--- src/rtl/drt_pkg.sv ---
// Package: shared constants for the dual reload timer.
// Assumes a byte-addressed register window of 32 bytes with word-aligned registers.
package drt_pkg;
    localparam int CH_COUNT  = 2;              // channels sharing one control word
    localparam int CTRL_BITS = 2 * CH_COUNT;   // start + reload bit per channel
    localparam int CTRL_OFS  = 0;              // control register offset
    localparam int CH_BASE   = 16;             // first channel's reload offset
    localparam int CH_STRIDE = 8;              // byte distance between channels
    localparam int VAL_OFS   = 4;              // value offset relative to reload
endpackage

--- src/rtl/drt_channel.sv ---
// Module: one down-counting channel with its value and reload registers.
// Assumes start/reload controls come from the shared control register and
// that at most one of val_we / rld_we is asserted per cycle.
module drt_channel #(
    parameter int DATA_W = 32
) (
    input  logic              clk,
    input  logic              rst_n,
    input  logic              run,
    input  logic              auto_rld,
    input  logic              val_we,
    input  logic              rld_we,
    input  logic [DATA_W-1:0] wdata,
    output logic [DATA_W-1:0] value,
    output logic [DATA_W-1:0] reload,
    output logic              expire,
    output logic              irq
);
    localparam logic [DATA_W-1:0] ONE  = DATA_W'(1);
    localparam logic [DATA_W-1:0] ZERO = '0;

    logic [DATA_W-1:0] value_q;
    logic [DATA_W-1:0] reload_q;
    logic              irq_q;

    // Expiry: running and already at zero on this edge.
    assign expire = run && (value_q == ZERO);

    // Counter update: bus write first, then expiry handling, then decrement.
    always_ff @(posedge clk) begin
        if (!rst_n) begin
            value_q <= ZERO;
        end else if (val_we) begin
            value_q <= wdata;
        end else if (expire) begin
            value_q <= auto_rld ? reload_q : ZERO;
        end else if (run) begin
            value_q <= value_q - ONE;
        end
    end

    // Reload register: plain bus-written storage.
    always_ff @(posedge clk) begin
        if (!rst_n) begin
            reload_q <= ZERO;
        end else if (rld_we) begin
            reload_q <= wdata;
        end
    end

    // Interrupt pulse: registered copy of the expiry strobe.
    always_ff @(posedge clk) begin
        if (!rst_n) begin
            irq_q <= 1'b0;
        end else begin
            irq_q <= expire;
        end
    end

    assign value  = value_q;
    assign reload = reload_q;
    assign irq    = irq_q;


    val_wr_prio_chk: assert property (@(posedge clk) disable iff (!rst_n)
        val_we |=> (value == $past(wdata)));


    reload_load_chk: assert property (@(posedge clk) disable iff (!rst_n)
        (expire && auto_rld && !val_we) |=> (value == $past(reload)));


    oneshot_rest_chk: assert property (@(posedge clk) disable iff (!rst_n)
        (expire && !auto_rld && !val_we) |=> (value == ZERO));


    idle_hold_chk: assert property (@(posedge clk) disable iff (!rst_n)
        (!run && !val_we) |=> $stable(value));


    count_step_chk: assert property (@(posedge clk) disable iff (!rst_n)
        (run && !expire && !val_we) |=> (value == $past(value) - ONE));


    irq_pulse_chk: assert property (@(posedge clk) disable iff (!rst_n)
        expire |=> irq);


    irq_quiet_chk: assert property (@(posedge clk) disable iff (!rst_n)
        !expire |=> !irq);
endmodule

--- src/rtl/drt_ctrl.sv ---
// Module: shared control register holding start and auto-reload bits.
// Assumes bit 2i starts channel i and bit 2i+1 selects its auto-reload;
// a bus write wins over the hardware clear of a start bit.
module drt_ctrl #(
    parameter int NCH = 2
) (
    input  logic             clk,
    input  logic             rst_n,
    input  logic             we,
    input  logic [2*NCH-1:0] wdata,
    input  logic [NCH-1:0]   expire,
    output logic [2*NCH-1:0] ctrl
);
    logic [2*NCH-1:0] ctrl_q;
    logic [2*NCH-1:0] clear_mask;

    // Build the mask of start bits that expiring one-shot channels drop.
    always_comb begin
        clear_mask = '0;
        for (int i = 0; i < NCH; i++) begin
            clear_mask[2*i] = expire[i] && !ctrl_q[2*i+1];
        end
    end

    // Control storage: bus write overrides the hardware clear.
    always_ff @(posedge clk) begin
        if (!rst_n) begin
            ctrl_q <= '0;
        end else if (we) begin
            ctrl_q <= wdata;
        end else begin
            ctrl_q <= ctrl_q & ~clear_mask;
        end
    end

    assign ctrl = ctrl_q;

    for (genvar g = 0; g < NCH; g++) begin : g_chk

        start_clear_chk: assert property (@(posedge clk) disable iff (!rst_n)
            (!we && expire[g] && !ctrl[2*g+1]) |=> !ctrl[2*g]);


        wr_over_clear_chk: assert property (@(posedge clk) disable iff (!rst_n)
            we |=> (ctrl[2*g] == $past(wdata[2*g])));
    end
endmodule

--- src/rtl/drt_rdmux.sv ---
// Module: combinational read-back selection over the register window.
// Assumes word-aligned offsets from drt_pkg; unmapped offsets return zero.
module drt_rdmux
    import drt_pkg::*;
#(
    parameter int DATA_W = 32,
    parameter int ADDR_W = 5
) (
    input  logic [ADDR_W-1:0]          addr,
    input  logic [CTRL_BITS-1:0]       ctrl,
    input  logic [CH_COUNT*DATA_W-1:0] values,
    input  logic [CH_COUNT*DATA_W-1:0] reloads,
    output logic [DATA_W-1:0]          rdata
);
    // Select the register addressed; control bits are zero-extended.
    always_comb begin
        rdata = '0;
        if (addr == ADDR_W'(CTRL_OFS)) begin
            rdata = DATA_W'(ctrl);
        end
        for (int i = 0; i < CH_COUNT; i++) begin
            if (addr == ADDR_W'(CH_BASE + i * CH_STRIDE)) begin
                rdata = reloads[i*DATA_W +: DATA_W];
            end
            if (addr == ADDR_W'(CH_BASE + i * CH_STRIDE + VAL_OFS)) begin
                rdata = values[i*DATA_W +: DATA_W];
            end
        end
    end
endmodule

--- src/rtl/dual_reload_timer.sv ---
// Module: top of the dual reload timer; decodes bus writes and wires
// two channels to the shared control register and the read mux.
// Assumes one single-cycle write per asserted bus_we and byte offsets.
module dual_reload_timer
    import drt_pkg::*;
#(
    parameter int DATA_W = 32,
    parameter int ADDR_W = 5
) (
    input  logic                clk,
    input  logic                rst_n,
    input  logic                bus_we,
    input  logic [ADDR_W-1:0]   bus_addr,
    input  logic [DATA_W-1:0]   bus_wdata,
    output logic [DATA_W-1:0]   bus_rdata,
    output logic [CH_COUNT-1:0] tick_irq
);
    logic [CTRL_BITS-1:0]       ctrl;
    logic [CH_COUNT-1:0]        expire;
    logic [CH_COUNT*DATA_W-1:0] values;
    logic [CH_COUNT*DATA_W-1:0] reloads;
    logic                       ctrl_we;

    assign ctrl_we = bus_we && (bus_addr == ADDR_W'(CTRL_OFS));

    drt_ctrl #(.NCH(CH_COUNT)) u_ctrl (
        .clk    (clk),
        .rst_n  (rst_n),
        .we     (ctrl_we),
        .wdata  (bus_wdata[CTRL_BITS-1:0]),
        .expire (expire),
        .ctrl   (ctrl)
    );

    for (genvar g = 0; g < CH_COUNT; g++) begin : g_ch
        localparam logic [ADDR_W-1:0] RLD_A = ADDR_W'(CH_BASE + g * CH_STRIDE);
        localparam logic [ADDR_W-1:0] VAL_A = ADDR_W'(CH_BASE + g * CH_STRIDE + VAL_OFS);
        logic val_we;
        logic rld_we;

        assign val_we = bus_we && (bus_addr == VAL_A);
        assign rld_we = bus_we && (bus_addr == RLD_A);

        drt_channel #(.DATA_W(DATA_W)) u_chan (
            .clk      (clk),
            .rst_n    (rst_n),
            .run      (ctrl[2*g]),
            .auto_rld (ctrl[2*g+1]),
            .val_we   (val_we),
            .rld_we   (rld_we),
            .wdata    (bus_wdata),
            .value    (values[g*DATA_W +: DATA_W]),
            .reload   (reloads[g*DATA_W +: DATA_W]),
            .expire   (expire[g]),
            .irq      (tick_irq[g])
        );
    end

    drt_rdmux #(.DATA_W(DATA_W), .ADDR_W(ADDR_W)) u_rdmux (
        .addr    (bus_addr),
        .ctrl    (ctrl),
        .values  (values),
        .reloads (reloads),
        .rdata   (bus_rdata)
    );


    reset_quiet_chk: assert property (@(posedge clk)
        !rst_n |=> (tick_irq == '0));
endmodule

--- config.mk ---
export PLATFORM = sky130hd
export DESIGN_NAME = dual_reload_timer
export DESIGN_NICKNAME = d
export VERILOG_FILES = /design/src/rtl/drt_pkg.sv /design/src/rtl/drt_channel.sv /design/src/rtl/drt_ctrl.sv /design/src/rtl/drt_rdmux.sv /design/src/rtl/dual_reload_timer.sv
export SDC_FILE = /design/constraint.sdc
export NUM_CORES = 1
export LEC_CHECK = 0
export BUFFER_PORTS_ARGS = -buffer_cell sky130_fd_sc_hd__clkbuf_2
export CORE_ASPECT_RATIO = 0.9
export CORE_MARGIN = 3
export CORE_UTILIZATION = 25
export CTS_BUF_LIST = sky130_fd_sc_hd__clkbuf_8
export DETAILED_ROUTE_END_ITERATION = 10
export SLEW_MARGIN = 0
export SYNTH_ARGS = -nofsm -noshare
export SYNTH_HDL_FRONTEND = slang
export SYNTH_SLANG_ARGS = --single-unit
--- constraint.sdc ---
create_clock -name clk -period 2.87 [get_ports clk]
set_input_delay 0.1435 -clock clk [delete_from_list [all_inputs] [get_ports clk]]
set_output_delay 0.1435 -clock clk [all_outputs]
set_load 0.02 [all_outputs]
==> summary.txt <==
Clock network
  – Sinks on the clock net: 134
  – Number of buffers on the longest clock path: 2
  – Worst-Skew Late Latency: 0.47 ns
  – CTS tree: yes
  – Number of H-tree levels: 4
  – TritonCTS buffer count: 17
  – Post-CTS Setup Repair Bufs: 0
  – Clock slew at reported path FFs: 0.09 ns
  – Root buffer selected by CTS: sky130_fd_sc_hd__clkbuf_8

Synth
  – Post-synthesis average cell area: 7.229 sq um
  – YS warnings: 0
  – Area share of the leading cell type in the synthesized netlist: 0.3364
  – Share of flip-flops with an asynchronous set or reset after synthesis: 0
  – Largest area contributor in the netlist: sky130_fd_sc_hd__dfxtp_1
  – Most area-consuming cells after synthesis: sky130_fd_sc_hd__dfxtp_1 (34%), sky130_fd_sc_hd__nand2_1 (8.7%), sky130_fd_sc_hd__a21oi_1 (8.6%)
  – Post-synth top flop: sky130_fd_sc_hd__dfxtp_1
  – Post-synth EDFFs: 0
  – Distinct cell type count after synthesis: 59
  – Post-Synthesis Cells: 1103
  – Net count of the mapped netlist: 1145
  – Synthesized cell area: 7974 sq um
  – Flop and latch count out of synthesis: 134
  – Share of synthesized area occupied by flip-flops and latches: 0.3364

Detailed routing
  – Routed length on met3: 3695 microns
  – Routed wl met2: 14170 microns
  – DRC violations left: 0
  – Via density per instance: 5.798
  – Routed wire length: 33360 microns
  – Highest Signal Layer: met5
  – Routed vias: 9259
  – Pre-Repair DR Iteration Count: 5
  – Wire per inst: 20.89 microns
  – Antenna-violating nets left: 0
  – Starting DRT DRC Count: 941
  – Detailed-routing wirelength on met1: 14770 microns

Placement
  – Post-placement worst setup slack: 0.2083 ns
  – Count of input and output buffers: 73
  – GP Congestion: 0.9643
  – Placed wire-length estimate: 23420 microns

Finish
  – Post-layout net count: 1216
  – Synthesis-to-finish area growth: 21.58%
  – Fraction of layout cells with a size suffix above 1: 0.1516
  – Most frequent standard cell in the layout excluding fill and tap cells: sky130_fd_sc_hd__nand2_1
  – Highest-count cells in the layout ignoring fill and taps: sky130_fd_sc_hd__nand2_1 (184), sky130_fd_sc_hd__a21oi_1 (137), sky130_fd_sc_hd__dfxtp_1 (134), sky130_fd_sc_hd__nor2_1 (80), sky130_fd_sc_hd__clkbuf_2 (73)

STA
  – Highest attainable clock frequency: 374.2 MHz
  – Final worst path period share: 0.9311
  – Worst Skew: 0.01556 ns
  – Worst max-slew margin expressed relative to the limit: 0.4475
  – RSZ-0062 raised after global routing: no
  – Slew at the pin with the worst max-slew slack: 0.8268 ns
  – Worst-case setup margin in the final layout: 0.1977 ns
  – Clock period minus final worst setup slack: 2.672 ns
  – Pins Over Slew Limit: 0
  – Final hold vios: 0
  – Final sum of negative setup slack: 0 ns
  – Setup violation total in the final timing report: 0

Worst setup path
  – Kind of critical path: reg2reg
  – Critical Path End Type: register
  – Startpoint of the lowest-slack register-to-register path: g_ch[0].u_chan.value[2]
  – CP startpoint kind: register
  – Internal reg-to-reg setup slack: 0.20 ns
  – Critical path data required time: 3.25 ns
  – Data arrival, critical path: 3.05 ns
  – Number of cells traversed by the worst register-to-register path: 6
  – Endpoint of the worst-slack reg-to-reg timing path: g_ch[0].u_chan.value[11]
  – Critical-path maximum fanout: 11

Floorplan
  – Area of the placeable core: 31140 sq um
  – Horizontal die dimension: 194.3 microns
  – Cell row count: 61
  – Top-level I/O count: 74
  – Initial standard-cell utilization of the core: 0.2561
  – Die area: 34080 sq um
  – Chip height: 175.4 microns

Min path
  – Path type of the worst min-delay path: in2reg
  – Start point of the worst hold path: bus_wdata[22]
  – Depth of the worst hold-timing path: 3
  – Endpoint of the worst hold-timing path: g_ch[0].u_chan.reload[22]

Global route
  – Final global-route overflow total: 0
  – Wire length of the first global-routing pass: 50960 microns
  – Vias in the first global route: 8326
  – Antenna violations before repair: 2
  – Overall global routing resource usage: 0.1899
  – Largest net degree at the start of global routing: 44

Run status
  – Status: finished, final reports clean

Power and ir drop
  – Power Dens Cells: 470.6 nW/um^2
  – Static power due to leakage: 3.694 nW
  – Worst ir drop on vdd: 0.3336 mV

Job
  – Count of max-cap constraint violations: 0
==> cell usage after synthesis (4+ instances only) <==
master	instances
sky130_fd_sc_hd__nand2_1	184
sky130_fd_sc_hd__a21oi_1	137
sky130_fd_sc_hd__dfxtp_1	134
sky130_fd_sc_hd__clkbuf_1	96
sky130_fd_sc_hd__nor2_1	81
sky130_fd_sc_hd__nand3_1	44
sky130_fd_sc_hd__o21ai_0	36
sky130_fd_sc_hd__a31oi_1	34
sky130_fd_sc_hd__a22oi_1	29
sky130_fd_sc_hd__nor3_1	29
sky130_fd_sc_hd__nor4_1	26
sky130_fd_sc_hd__or3_1	26
sky130_fd_sc_hd__xnor2_1	21
sky130_fd_sc_hd__o2111ai_1	20
sky130_fd_sc_hd__and3_1	19
sky130_fd_sc_hd__xor2_1	18
sky130_fd_sc_hd__a311oi_1	16
sky130_fd_sc_hd__o211ai_1	14
sky130_fd_sc_hd__a221oi_1	12
sky130_fd_sc_hd__inv_1	11
sky130_fd_sc_hd__o22ai_1	11
sky130_fd_sc_hd__nor4b_1	9
sky130_fd_sc_hd__or4_1	9
sky130_fd_sc_hd__buf_2	7
sky130_fd_sc_hd__nand4_1	7
sky130_fd_sc_hd__a211oi_1	5
sky130_fd_sc_hd__o31ai_1	5
sky130_fd_sc_hd__a222oi_1	4
sky130_fd_sc_hd__mux2_2	4
sky130_fd_sc_hd__o32ai_1	4
==> cells by family after synthesis <==
family | Yosys count | share of synthesized area
XOR/XNOR | 39 | 0.04284
AO/OA/AOI/OAI | 340 | 0.2700
AND/OR/NAND/NOR | 463 | 0.2804
buffers and inverters | 119 | 0.05900
multiplexers | 6 | 0.008159
flip-flops | 134 | 0.3364
adder cells (fa/ha/maj) | 2 | 0.003138
==> sequential cells by signal, indices dropped and copies added (netlist names) <==
signal and cells:
g_ch.u_chan.reload 64, g_ch.u_chan.value 64, u_ctrl.ctrl 4, g_ch.u_chan.irq 2
==> area by class of cell <==
type	instances	area, sq um
diodes	1	2.502
clock buffers	18	247.7
clock inverters	14	206.4
fillers	3371	21450
inverters	11	42.54
multi-input cells	850	4860
flip-flops and latches	134	2683
well taps	409	511.7
repair buffers	160	1141
==> worst max path at each step <==
stage               slack [ns]  cells past startpoint                        to                    start
floorplan                 0.33                     10   g_ch[1].u_chan.value[0]  g_ch[1].u_chan.value[0]
global placement          0.24                      9   g_ch[1].u_chan.value[2]  g_ch[1].u_chan.value[0]
detailed placement        0.21                      9  g_ch[1].u_chan.value[16]  g_ch[1].u_chan.value[0]
CTS                       0.20                      9  g_ch[1].u_chan.value[11]  g_ch[1].u_chan.value[0]
global route              0.03                      8  g_ch[0].u_chan.value[21]  g_ch[0].u_chan.value[8]
finish                    0.20                      6  g_ch[0].u_chan.value[11]  g_ch[0].u_chan.value[2]
==> through the flow <==
step / power, mW / utilization / area [sq um] / hold slack [ns] / std cells
finish: 4.562 / 0.3113 / 9694 / 0.01719 / 1597
global route: 4.742 / 0.3113 / 9694 / 0.01559 / 1597
CTS: 4.563 / 0.3109 / 9682 / 0.009102 / 1596
detailed placement: 2.669 / 0.2870 / 8937 / 0.4472 / 1535
global placement: 2.665 / 0.2870 / 8937 / 0.4463 / 1535
floorplan: 2.419 / - / 7974 / 0.2739 / 1103
==> routing by layer <==
| layer | up-vias | track usage |
|---|---|---|
| met3 | 46 | 0.05025 |
| li1 | 4199 | - |
| met1 | 4441 | 0.2750 |
| met5 | - | 0 |
| met4 | 2 | 0.06521 |
| met2 | 571 | 0.2714 |
==> critical path: stages, from the launching register on <==
cell and delay (ns):
sky130_fd_sc_hd__dfxtp_1 0.37, sky130_fd_sc_hd__or4_4 0.57, sky130_fd_sc_hd__or4_1 0.69, sky130_fd_sc_hd__nor4b_1 0.46, sky130_fd_sc_hd__xor2_1 0.18, sky130_fd_sc_hd__nand2_1 0.06, sky130_fd_sc_hd__a311oi_1 0.26
==> power breakdown <==
group          internal (mW)  total [mW]  leakage [nW]  switching (mW)
clock                   1.05        1.88         0.236           0.827
combinational          0.298       0.766          2.38           0.468
sequential              1.88        1.92          1.08          0.0343
==> what timing repair did <==
action / in CTS / in global routing
hold buffers: 29 / 0
hold endpoints to repair: 57 / 0
setup endpoints to repair: 0 / 9
gates resized for setup: 0 / 2
Note: power is estimated with default switching activity, not from simulation.
